### src/rtl/sp_pkg.sv
package sp_pkg;
  typedef enum logic {
    ROLE_MASTER = 1'b0,
    ROLE_SLAVE  = 1'b1
  } role_e;
endpackage

### src/rtl/sp_sync.sv
module sp_sync #(
  parameter int                WIDTH  = 1,
  parameter int                STAGES = 2,
  parameter logic [WIDTH-1:0]  INIT   = '1
) (
  input  logic             clk,
  input  logic             rst,
  input  logic [WIDTH-1:0] d,
  output logic [WIDTH-1:0] q
);
  logic [STAGES-1:0][WIDTH-1:0] chain;

  always_ff @(posedge clk) begin
    if (rst) begin
      for (int i = 0; i < STAGES; i++) chain[i] <= INIT;
    end else begin
      chain[0] <= d;
      for (int i = 1; i < STAGES; i++) chain[i] <= chain[i-1];
    end
  end

  assign q = chain[STAGES-1];
endmodule

### src/rtl/sp_clkdiv.sv
module sp_clkdiv #(
  parameter int HALF_DIV = 4
) (
  input  logic clk,
  input  logic rst,
  input  logic run,
  output logic sclk_o,
  output logic rise_o,
  output logic fall_o
);
  localparam int CW = $clog2(HALF_DIV + 1);
  localparam logic [CW-1:0] LAST = CW'(HALF_DIV - 1);

  logic [CW-1:0] cnt;

  always_ff @(posedge clk) begin
    if (rst || !run) begin
      cnt    <= '0;
      sclk_o <= 1'b1;
      rise_o <= 1'b0;
      fall_o <= 1'b0;
    end else begin
      rise_o <= 1'b0;
      fall_o <= 1'b0;
      if (cnt == LAST) begin
        cnt    <= '0;
        sclk_o <= !sclk_o;
        rise_o <= !sclk_o;
        fall_o <= sclk_o;
      end else begin
        cnt <= cnt + 1'b1;
      end
    end
  end
endmodule

### src/rtl/sp_shift.sv
module sp_shift #(
  parameter int W = 8
) (
  input  logic         clk,
  input  logic         rst,
  input  logic         flush,
  input  logic         restart,
  input  logic         load,
  input  logic [W-1:0] load_data,
  input  logic         rise,
  input  logic         fall,
  input  logic         sdi,
  output logic         line,
  output logic         busy,
  output logic         done,
  output logic [W-1:0] rx_data
);
  localparam int CW = $clog2(W);
  localparam logic [CW-1:0] LAST = CW'(W - 1);

  logic [W-1:0]  sh;
  logic [W-2:0]  acc;
  logic [CW-1:0] cnt;
  logic          loaded;

  always_ff @(posedge clk) begin
    if (rst) begin
      sh      <= '1;
      acc     <= '0;
      cnt     <= '0;
      loaded  <= 1'b0;
      done    <= 1'b0;
      rx_data <= '0;
    end else begin
      done <= 1'b0;
      if (flush) begin
        sh     <= '1;
        cnt    <= '0;
        loaded <= 1'b0;
      end else if (restart && cnt != '0) begin
        cnt <= '0;
      end else if (rise) begin
        acc <= {sdi, acc[W-2:1]};
        if (cnt == LAST) begin
          cnt     <= '0;
          done    <= 1'b1;
          rx_data <= {sdi, acc};
          loaded  <= 1'b0;
          sh      <= '1;
        end else begin
          cnt <= cnt + 1'b1;
        end
      end else if (fall && cnt != '0) begin
        sh <= {1'b1, sh[W-1:1]};
      end else if (load && !loaded && cnt == '0) begin
        sh     <= load_data;
        loaded <= 1'b1;
      end
    end
  end

  assign line = sh[0];
  assign busy = loaded || (cnt != '0);
endmodule

### src/rtl/sel_serial_port.sv
module sel_serial_port
  import sp_pkg::*;
#(
  parameter int DATA_W      = 8,
  parameter int HALF_DIV    = 4,
  parameter int SYNC_STAGES = 2
) (
  input  logic              clk,
  input  logic              rst,
  input  logic              sel_pin,
  input  logic              sel_en,
  input  logic              role_slave,
  input  logic              sclk_in,
  input  logic              sdata_in,
  input  logic              tx_req,
  input  logic [DATA_W-1:0] tx_data,
  input  logic              err_clr,
  output logic              sdata_out,
  output logic              sdata_oe,
  output logic              sclk_out,
  output logic              sclk_oe,
  output logic              mode_err,
  output logic              tx_done,
  output logic [DATA_W-1:0] rx_data
);
  role_e role;
  logic  is_slave;
  logic  sel_s, sclk_s, sdi_s, sclk_d;
  logic  ext_rise, ext_fall, div_rise, div_fall;
  logic  slave_sel, master_ok, err_set, err_next;
  logic  busy, sh_done, abort, clk_run, restart, load;
  logic  rise, fall;

  assign role     = role_e'(role_slave);
  assign is_slave = (role == ROLE_SLAVE);

  sp_sync #(.WIDTH(3), .STAGES(SYNC_STAGES), .INIT(3'b111)) u_sync (
    .clk (clk),
    .rst (rst),
    .d   ({sel_pin, sclk_in, sdata_in}),
    .q   ({sel_s, sclk_s, sdi_s})
  );

  always_ff @(posedge clk) begin
    if (rst) sclk_d <= 1'b1;
    else     sclk_d <= sclk_s;
  end

  assign ext_rise  = !sclk_d && sclk_s;
  assign ext_fall  = sclk_d && !sclk_s;

  assign slave_sel = !sel_en || !sel_s;
  assign master_ok = !sel_en || sel_s;
  assign err_set   = !is_slave && sel_en && !sel_s;
  assign err_next  = err_set ? 1'b1 : ((err_clr && sel_s) ? 1'b0 : mode_err);

  assign abort   = !is_slave && busy && !master_ok;
  assign clk_run = !is_slave && busy && master_ok && !mode_err;
  assign restart = is_slave && !slave_sel;
  assign load    = tx_req && (is_slave || (master_ok && !mode_err));
  assign rise    = is_slave ? (ext_rise && slave_sel) : div_rise;
  assign fall    = is_slave ? (ext_fall && slave_sel) : div_fall;

  sp_clkdiv #(.HALF_DIV(HALF_DIV)) u_div (
    .clk    (clk),
    .rst    (rst),
    .run    (clk_run),
    .sclk_o (sclk_out),
    .rise_o (div_rise),
    .fall_o (div_fall)
  );

  sp_shift #(.W(DATA_W)) u_shift (
    .clk       (clk),
    .rst       (rst),
    .flush     (abort),
    .restart   (restart),
    .load      (load),
    .load_data (tx_data),
    .rise      (rise),
    .fall      (fall),
    .sdi       (sdi_s),
    .line      (sdata_out),
    .busy      (busy),
    .done      (sh_done),
    .rx_data   (rx_data)
  );

  always_ff @(posedge clk) begin
    if (rst) begin
      mode_err <= 1'b0;
      sdata_oe <= 1'b0;
      sclk_oe  <= 1'b0;
      tx_done  <= 1'b0;
    end else begin
      mode_err <= err_next;
      sdata_oe <= is_slave ? slave_sel : !err_next;
      sclk_oe  <= !is_slave && !err_next;
      tx_done  <= sh_done || abort;
    end
  end
endmodule

### config.mk
export PLATFORM = sky130hd
export DESIGN_NAME = sel_serial_port
export DESIGN_NICKNAME = d
export VERILOG_FILES = /design/src/rtl/sp_pkg.sv /design/src/rtl/sp_sync.sv /design/src/rtl/sp_clkdiv.sv /design/src/rtl/sp_shift.sv /design/src/rtl/sel_serial_port.sv
export SDC_FILE = /design/constraint.sdc
export NUM_CORES = 1
export LEC_CHECK = 0
export ABC_AREA = 1
export BUFFER_PORTS_ARGS = -buffer_cell sky130_fd_sc_hd__buf_2
export CORE_MARGIN = 1
export CORE_UTILIZATION = 35
export CTS_CLUSTER_DIAMETER = 40
export DETAILED_ROUTE_END_ITERATION = 10
export GPL_TIMING_DRIVEN = 0
export SKIP_LAST_GASP = 1
export SLEW_MARGIN = 30
export SYNTH_ARGS = -nofsm -noshare
export SYNTH_HDL_FRONTEND = slang
export SYNTH_SLANG_ARGS = --single-unit
### constraint.sdc
create_clock -name clk -period 1.9 [get_ports clk]
set_input_delay 0.19 -clock clk [delete_from_list [all_inputs] [get_ports clk]]
set_output_delay 0.19 -clock clk [all_outputs]
set_load 0.01 [all_outputs]
==> results.env, run 1 <==
SYNTH_FP_NETS=262
VDD_IR_DROP_MAX_mV=0.462
CTS-RESIZED-GATES=0
CTS-ROOT-TO-SINK-BUFFERS=2
TIGHTESTPINTRANSITION_NS=0.474
FIN_SETUP_TNS_NS=0
R2R_STARTPOINT='u_shift.cnt[0]'
PATH_CELLS='inv_1 -> ha_1 -> nand2_2 -> nand4_1 -> nand2_2 -> nor2_8 -> nand2_4 -> nor2_8 -> nand2_1 -> nand2_1'
YOSYS.CELL_TYPES.COUNT=20
WHS_NS=0.0709
GLOBALROUTETOTALUTIL=0.144
TIMING.CRITICAL_PATH.ARRIVAL_NS=1.94
FIN_CRIT_NS=1.69
POWER_PER_CELL_AREA_nW_PER_UM2=781
VIA_PER_INST=4.43
TOTAL_LEAKAGE_POWER_nW=1.14
WORST_SKEW_PAIR.LATE_LATENCY_NS=0.29
CP_DATA_REQUIRED_TIME_NS=2.14
POST_SYNTH.CELL_AREA_AVG_UM2=7.85
DIEWIDTH_UM=75.4
GRT_MAX_DEGREE=15
SYNTH_SEQ_AREA_SHARE=0.478
HOLD_BUFS_AT_CTS=0
NETS=299
TIMING_WORST_SETUP_PATH_TYPE='reg2reg'
SYNTH_FLOP_CELL='dfxtp_1'
INITIAL_CORE_UTIL=0.367
GLOBALPLACE.CONGESTION=0.776
CTS_BUFFERS=5
IO-PIN-COUNT=31
OUTCOME='finished, final reports clean'
POST-ROUTE-UTIL=0.430
ANT_NETS=0
FIRST_ITER_VIOLATIONS=92
GRT_OVERFLOW=0
CORE_AREA_UM2=5140
DETAIL_ROUTE.FIRST_PASS.ITERATIONS=4
TIMING.CRITICAL_PATH.TO_TYPE='flop'
ROW_COUNT=26
WORST-PATH-MAX-FANOUT=10
STARTPOINT_TYPE='flop'
DIE-AREA_UM2=5680
SETUP-VIOLATIONS-FINAL=0
FINCLKSKEW_NS=0.00682
CRIT_SLOWEST_CELL='dfxtp_1'
DP_WORST_SETUP_SLACK_NS=0.211
CLKTRANSATPATHREGS_NS=0.08
SYNTH_ASYNC_SR_FLOP_SHARE=0
NUMBER_OF_ENABLE_TYPE_REGISTER_CELLS_IN_THE_SYNTHESIZED_NETLIST=0
PERIOD_SHARE=0.891
UNREPAIRED_SETUP_ENDPOINTS_AFTER_GLOBAL_ROUTING='false'
ROUTE.FINAL.WIRE_LENGTH_UM=3560
NUMBER_OF_SINKS_ON_THE_CLOCK_NET=45
NUM_VIAS=1541
TIMING.FMAX_MHz=590
MIN_FROM='sclk_in'
TIMING.FINAL.WS_SETUP_NS=0.206
CTS.REPAIR_TIMING.SETUP_BUFFER_COUNT=0
POST_DRT_WL_PER_CELL_UM=10.2
SYN_TO_FINAL_GROWTH_PCT=17.3
CPPEAKSTAGEDELAY_NS=0.32
MAX-CAP-VIOLATIONS=0
INSERTEDDIODECOUNT=0
HTREEDEPTH=2
SYNTHESIS.YOSYS.WARNINGS=0
HP-CLASS='in2reg'
TRITONCTS='built'
CTS-ROOT-BUF='clkbuf_8'
YOSYS_REGISTER_BITS=45
FINAL-HOLD-VIOLATION-COUNT=0
PLACE.PORT_BUFFERS=30
DIE_Y_UM=75.4
POST-DP-HPWL_UM=2550
DETAIL_ROUTE.DRC_VIOLATIONS=0
POST_ROUTE_CELLS_DRIVE_ABOVE_1_SHARE=0.216
NETLIST_INSTANCES=240
GRT_ANTENNA_BEFORE_REPAIR=0
SLEW_VIOLATIONS=0
NETLIST_AREA_UM2=1880
WIRE_LENGTH_OF_THE_FIRST_GLOBAL_ROUTING_PASS_UM=6050
WORSTSETUPSTARTPOINT='u_shift.cnt[0]'
GRT_PASS1_VIAS=1342
TIMING.MAX_SLEW.REL_SLACK=0.684
-- cells in the final DEF (no fill, tap or decap), drive strengths merged --
cell	n
nand3	35
a21oi	9
nand2	62
ha	5
nand4	1
clkinvlp	2
buf	31
or2	7
clkbuf	8
o21ai	9
inv	24
dfxtp	45
o21bai	1
clkinv	1
nor2	38
-- cell type report --
type,count,area (um2)
clock inverters,2,15.0
plain buffers,3,12.5
multi-input cells,167,877
well taps,70,87.6
repair buffers,30,150
flip-flops and latches,45,901
fillers,566,2930
clock buffers,6,72.6
inverters,25,93.8
-- Yosys cell counts (2+ instances only) --
| master | number | share of area |
|---|---|---|
| nand2_1 | 56 | 0.11 |
| dfxtp_1 | 45 | 0.48 |
| nand3_1 | 34 | 0.090 |
| nor2_1 | 32 | 0.064 |
| inv_1 | 23 | 0.046 |
| a21oi_1 | 9 | 0.024 |
| o21ai_0 | 9 | 0.024 |
| or2_2 | 7 | 0.023 |
| ha_1 | 5 | 0.033 |
| nor2_8 | 4 | 0.042 |
| nand2_2 | 3 | 0.010 |
| nand2_4 | 3 | 0.018 |
| clkbuf_1 | 2 | 0.0040 |
| nor2_2 | 2 | 0.0066 |
-- registers in the layout (all words and copies together), names as in the netlist, 3 cells and up --
signal / count
u_div.cnt: 3
u_sync.chain: 3
u_shift.acc: 7
u_sync.q: 3
u_shift.rx_data: 8
u_shift.sh: 8
u_shift.cnt: 3
-- path summary, 6_finish.rpt --
kind              slack (ns)                  to  cells after the start
setup / recovery        0.21  u_shift.rx_data[1]                     10
hold / removal          0.07     u_sync.chain[1]                      2
setup reg to reg        0.21  u_shift.rx_data[1]                     10
hold reg to reg         0.42         u_sync.q[0]                      1
-- power by group --
| part | switching [mW] | internal (mW) |
|---|---|---|
| logic | 0.0965 | 0.0587 |
| clock network | 0.318 | 0.259 |
| registers | 0.0157 | 0.978 |
-- cell families after synthesis --
kind of cell / count (synthesis) / synth area share
flip-flops: 45 / 0.478
buffers and inverters: 28 / 0.0564
adder cells (fa/ha/maj): 5 / 0.0332
AO/OA/AOI/OAI: 19 / 0.0578
AND/OR/NAND/NOR: 143 / 0.375
-- worst max-delay path, delay by kind of cell, from the launching register on --
kind / cells / cell delay (ns)
flip-flops: 1 / 0.32
AND/OR/NAND/NOR: 8 / 1.03
adder cells (fa/ha/maj): 1 / 0.19
buffers and inverters: 1 / 0.09
-- per-stage QoR --
stage | cells | power, mW | cell area (um2)
after CTS | 348 | 1.76 | 2210
after global placement | 340 | 1.17 | 2120
after detailed placement | 340 | 1.17 | 2120
final | 348 | 1.73 | 2210
after global routing | 348 | 1.82 | 2210
after floorplan | 240 | 1.12 | 1880
-- layer usage --
metal,vias to the layer above,track usage,share of wire,wire (um)
met3,6,0.0437,0.037,133
li1,831,-,-,-
met1,684,0.197,0.50,1800
met4,0,0.0556,0.016,58
met5,-,0,0,0
met2,20,0.214,0.44,1580
(Power assumes the default switching activity.)
==> run 2, diff against run 1 <==
--- a/config.mk
+++ b/config.mk
@@ -8,10 +8,12 @@
 export ABC_AREA = 1
 export BUFFER_PORTS_ARGS = -buffer_cell sky130_fd_sc_hd__buf_2
 export CORE_MARGIN = 1
-export CORE_UTILIZATION = 35
+export CORE_UTILIZATION = 52
+export CTS_BUF_LIST = sky130_fd_sc_hd__clkbuf_8
 export CTS_CLUSTER_DIAMETER = 40
 export DETAILED_ROUTE_END_ITERATION = 10
 export GPL_TIMING_DRIVEN = 0
+export PLACE_DENSITY = 0.77
 export SKIP_LAST_GASP = 1
 export SLEW_MARGIN = 30
 export SYNTH_ARGS = -nofsm -noshare
==> constraint.sdc (replaced) <==
create_clock -name clk -period 1.55 [get_ports clk]
set_input_delay 0.155 -clock clk [delete_from_list [all_inputs] [get_ports clk]]
set_output_delay 0.155 -clock clk [all_outputs]
set_load 0.01 [all_outputs]
==> run 2 against run 1 <==
Compared with the run above:
- sequential power increased by 23%
- worst hold slack got worse by 0.037 ns
- clock-buffer cell count unchanged
- first-iteration DRC count decreased by 2.2%
- critical path depth unchanged
- final cell count decreased by 4.6%
- sequential share of layout area decreased by 2.0 points
- global-route usage increased by 6.9 points
- via count increased by 7.8%
- clock power increased by 28%
- register-to-register slack got worse by 0.17 ns
- maximum frequency increased by 12%
- largest power group unchanged
==> results.env, run 2 (same netlist as run 1, synthesis figures left out) <==
FIN_SETUP_TNS_NS=0  # unchanged
HOLD_PATH_END='u_sync.chain[2]'
GRT_ANTENNA_BEFORE_REPAIR=0  # unchanged
WORST_SKEW_PAIR.LATE_LATENCY_NS=0.30  # about the same
HTREEDEPTH=2  # unchanged
TIMING.CRITICAL_PATH.TO_TYPE='flop'
PERIOD_SHARE=0.976  # +0.0848
FIN_CRIT_NS=1.51  # -0.181 ns
GRT_MAX_DEGREE=14  # -1
NUM_VIAS=1661  # +7.8%
PLACE.PORT_BUFFERS=30  # unchanged
VIA_PER_INST=5.00  # +13%
CLKTRANSATPATHREGS_NS=0.08  # about the same
INSERTEDDIODECOUNT=0  # unchanged
OUTCOME='finished, final reports clean'
TIMING.MAX_SLEW.REL_SLACK=0.723  # +0.0393
DIEWIDTH_UM=62.2  # -17%
WORST-PATH-MAX-FANOUT=7  # -3
ROW_COUNT=21  # -19%
STARTPOINT_TYPE='flop'
POST-DP-HPWL_UM=2460  # -3.4%
POST_ROUTE_CELLS_DRIVE_ABOVE_1_SHARE=0.294  # +0.0779
INITIAL_CORE_UTIL=0.552  # +0.185
GRT_OVERFLOW=0  # unchanged
MIN_FROM='sel_pin'
TIMING_WORST_SETUP_PATH_TYPE='reg2reg'
NETS=308  # +3.0%
CTS_BUFFERS=5  # unchanged
GLOBALPLACE.CONGESTION=0.774  # -0.21%
FIRST_ITER_VIOLATIONS=90  # -2.2%
CTS-ROOT-BUF='clkbuf_8'
DETAIL_ROUTE.FIRST_PASS.ITERATIONS=4  # unchanged
NUMBER_OF_SINKS_ON_THE_CLOCK_NET=45  # unchanged
REG_TOP3='u_shift.rx_data (8), u_shift.sh (8), u_shift.acc (7)'
FINAL_CELL_COUNT_NO_FILL=332  # -4.6%
MAX-CAP-VIOLATIONS=0  # unchanged
DETAIL_ROUTE.DRC_VIOLATIONS=0  # unchanged
ANT_NETS=0  # unchanged
TIGHTESTPINTRANSITION_NS=0.415  # -0.0590 ns
WORSTREGTOREGCELLS=10  # unchanged
UNREPAIRED_SETUP_ENDPOINTS_AFTER_GLOBAL_ROUTING='true'
CP_DATA_REQUIRED_TIME_NS=1.78  # -0.36 ns
FINCLKSKEW_NS=0.00570  # -0.00112 ns
DP_CELLS=316  # -7.1%
SETUP-VIOLATIONS-FINAL=0  # unchanged
POST-ROUTE-UTIL=0.683  # +0.253
CORE_AREA_UM2=3420  # -34%
GRT_PASS1_VIAS=1515  # +13%
WIRE_LENGTH_OF_THE_FIRST_GLOBAL_ROUTING_PASS_UM=6410  # +5.9%
R2R_STARTPOINT='u_shift.cnt[0]'
DIE-AREA_UM2=3870  # -32%
SETUP_SLACK_OF_THE_MOST_CRITICAL_REG_TO_REG_PATH_NS=0.04  # -0.17 ns
HOLD_PATH_DEPTH=2  # unchanged
VDD_IR_DROP_MAX_mV=0.562  # +22%
DIE_Y_UM=62.2  # -17%
GLOBALROUTETOTALUTIL=0.213  # +0.0687
POST_DRT_WL_PER_CELL_UM=11.3  # +10%
SYN_TO_FINAL_GROWTH_PCT=23.8
HP-CLASS='in2reg'
SLEW_VIOLATIONS=0  # unchanged
WHS_NS=0.0342  # -0.0367 ns
TIMING.CRITICAL_PATH.ARRIVAL_NS=1.75  # -0.19 ns
CTS-ROOT-TO-SINK-BUFFERS=2  # unchanged
POST_DP_CELL_AREA_UM2=2090  # -1.4%
RR_ENDPOINT='u_shift.sh[3]'
POWER_PER_CELL_AREA_nW_PER_UM2=933  # +19%
FINAL_CELL_AREA_UM2=2330  # +5.5%
TRITONCTS='built'
LAYOUT.CELLS.MOST_COMMON_LIST='nand2_1 (52), dfxtp_1 (43), nand3_1 (33), buf_2 (30), nor2_1 (29)'
TOTAL_LEAKAGE_POWER_nW=1.21  # +6.4%
TIMING.FMAX_MHz=661  # +12%
MOST_COMMON_CELL_AFTER_LAYOUT_FILL_AND_TAPS_ASIDE='nand2_1'
ROUTE.FINAL.WIRE_LENGTH_UM=3750  # +5.4%
FINAL-HOLD-VIOLATION-COUNT=0  # unchanged
HOLD_BUFS_AT_CTS=0  # unchanged
IO-PIN-COUNT=31  # unchanged
## run 2: critical path, stage by stage (launching register included)
cell and delay, ns:
dfxtp_2 0.33, inv_2 0.08, ha_4 0.18, nand3_2 0.11, nor2_1 0.11, nand2_1 0.12, nand2_2 0.10, nor2_2 0.06
nor2_4 0.19, nand2_1 0.08, nand3_1 0.10
## run 2: repair_timing
action,4_1_cts,5_1_grt
endpoints found under the setup margin,21,28
cloned,0,1
endpoints found under the hold margin,0,0
pin swaps,5,8
setup buffers,4,4
resized for setup,9,14
## run 2: layer usage
layer  share of wire  vias up  GRT usage
met3           0.047        6     0.0772
met5               0        -          0
met4           0.018        0      0.125
met2            0.48       39      0.339
li1                -      853          -
met1            0.45      763      0.244
## run 2: cell type report
| class | instances | area, um2 |
|---|---|---|
| timing repair buffer | 38 | 210 |
| buffer | 3 | 15.0 |
| multi-input combinational | 168 | 958 |
| clock buffer | 6 | 82.6 |
| inverter | 25 | 97.6 |
| sequential | 45 | 903 |
| fill | 295 | 1080 |
| tap | 46 | 57.6 |
| clock inverter | 1 | 7.51 |
## run 2: stage by stage
| step | setup slack [ns] | power (mW) |
|---|---|---|
| floorplan | 0.119 | 1.37 |
| global placement | -0.104 | 1.43 |
| detailed placement | -0.0889 | 1.43 |
| CTS | -0.00240 | 2.17 |
| global route | -0.0797 | 2.29 |
| finish | 0.0370 | 2.18 |
## run 2: power by group
part | internal [mW] | total, mW | switching [mW]
logic | 0.0869 | 0.218 | 0.131
clock network | 0.352 | 0.739 | 0.387
registers | 1.20 | 1.22 | 0.0207
## run 2: worst max-delay path by stage
stage / from / end / slack (ns)
after floorplan: u_shift.cnt[0] / u_shift.acc[6] / 0.12
after global placement: u_shift.cnt[0] / u_shift.rx_data[6] / -0.10
after detailed placement: u_shift.cnt[0] / u_shift.rx_data[4] / -0.09
after CTS: u_shift.cnt[1] / u_shift.rx_data[1] / -0.002
after global routing: u_shift.cnt[0] / u_shift.rx_data[7] / -0.08
final: u_shift.cnt[0] / u_shift.sh[3] / 0.04
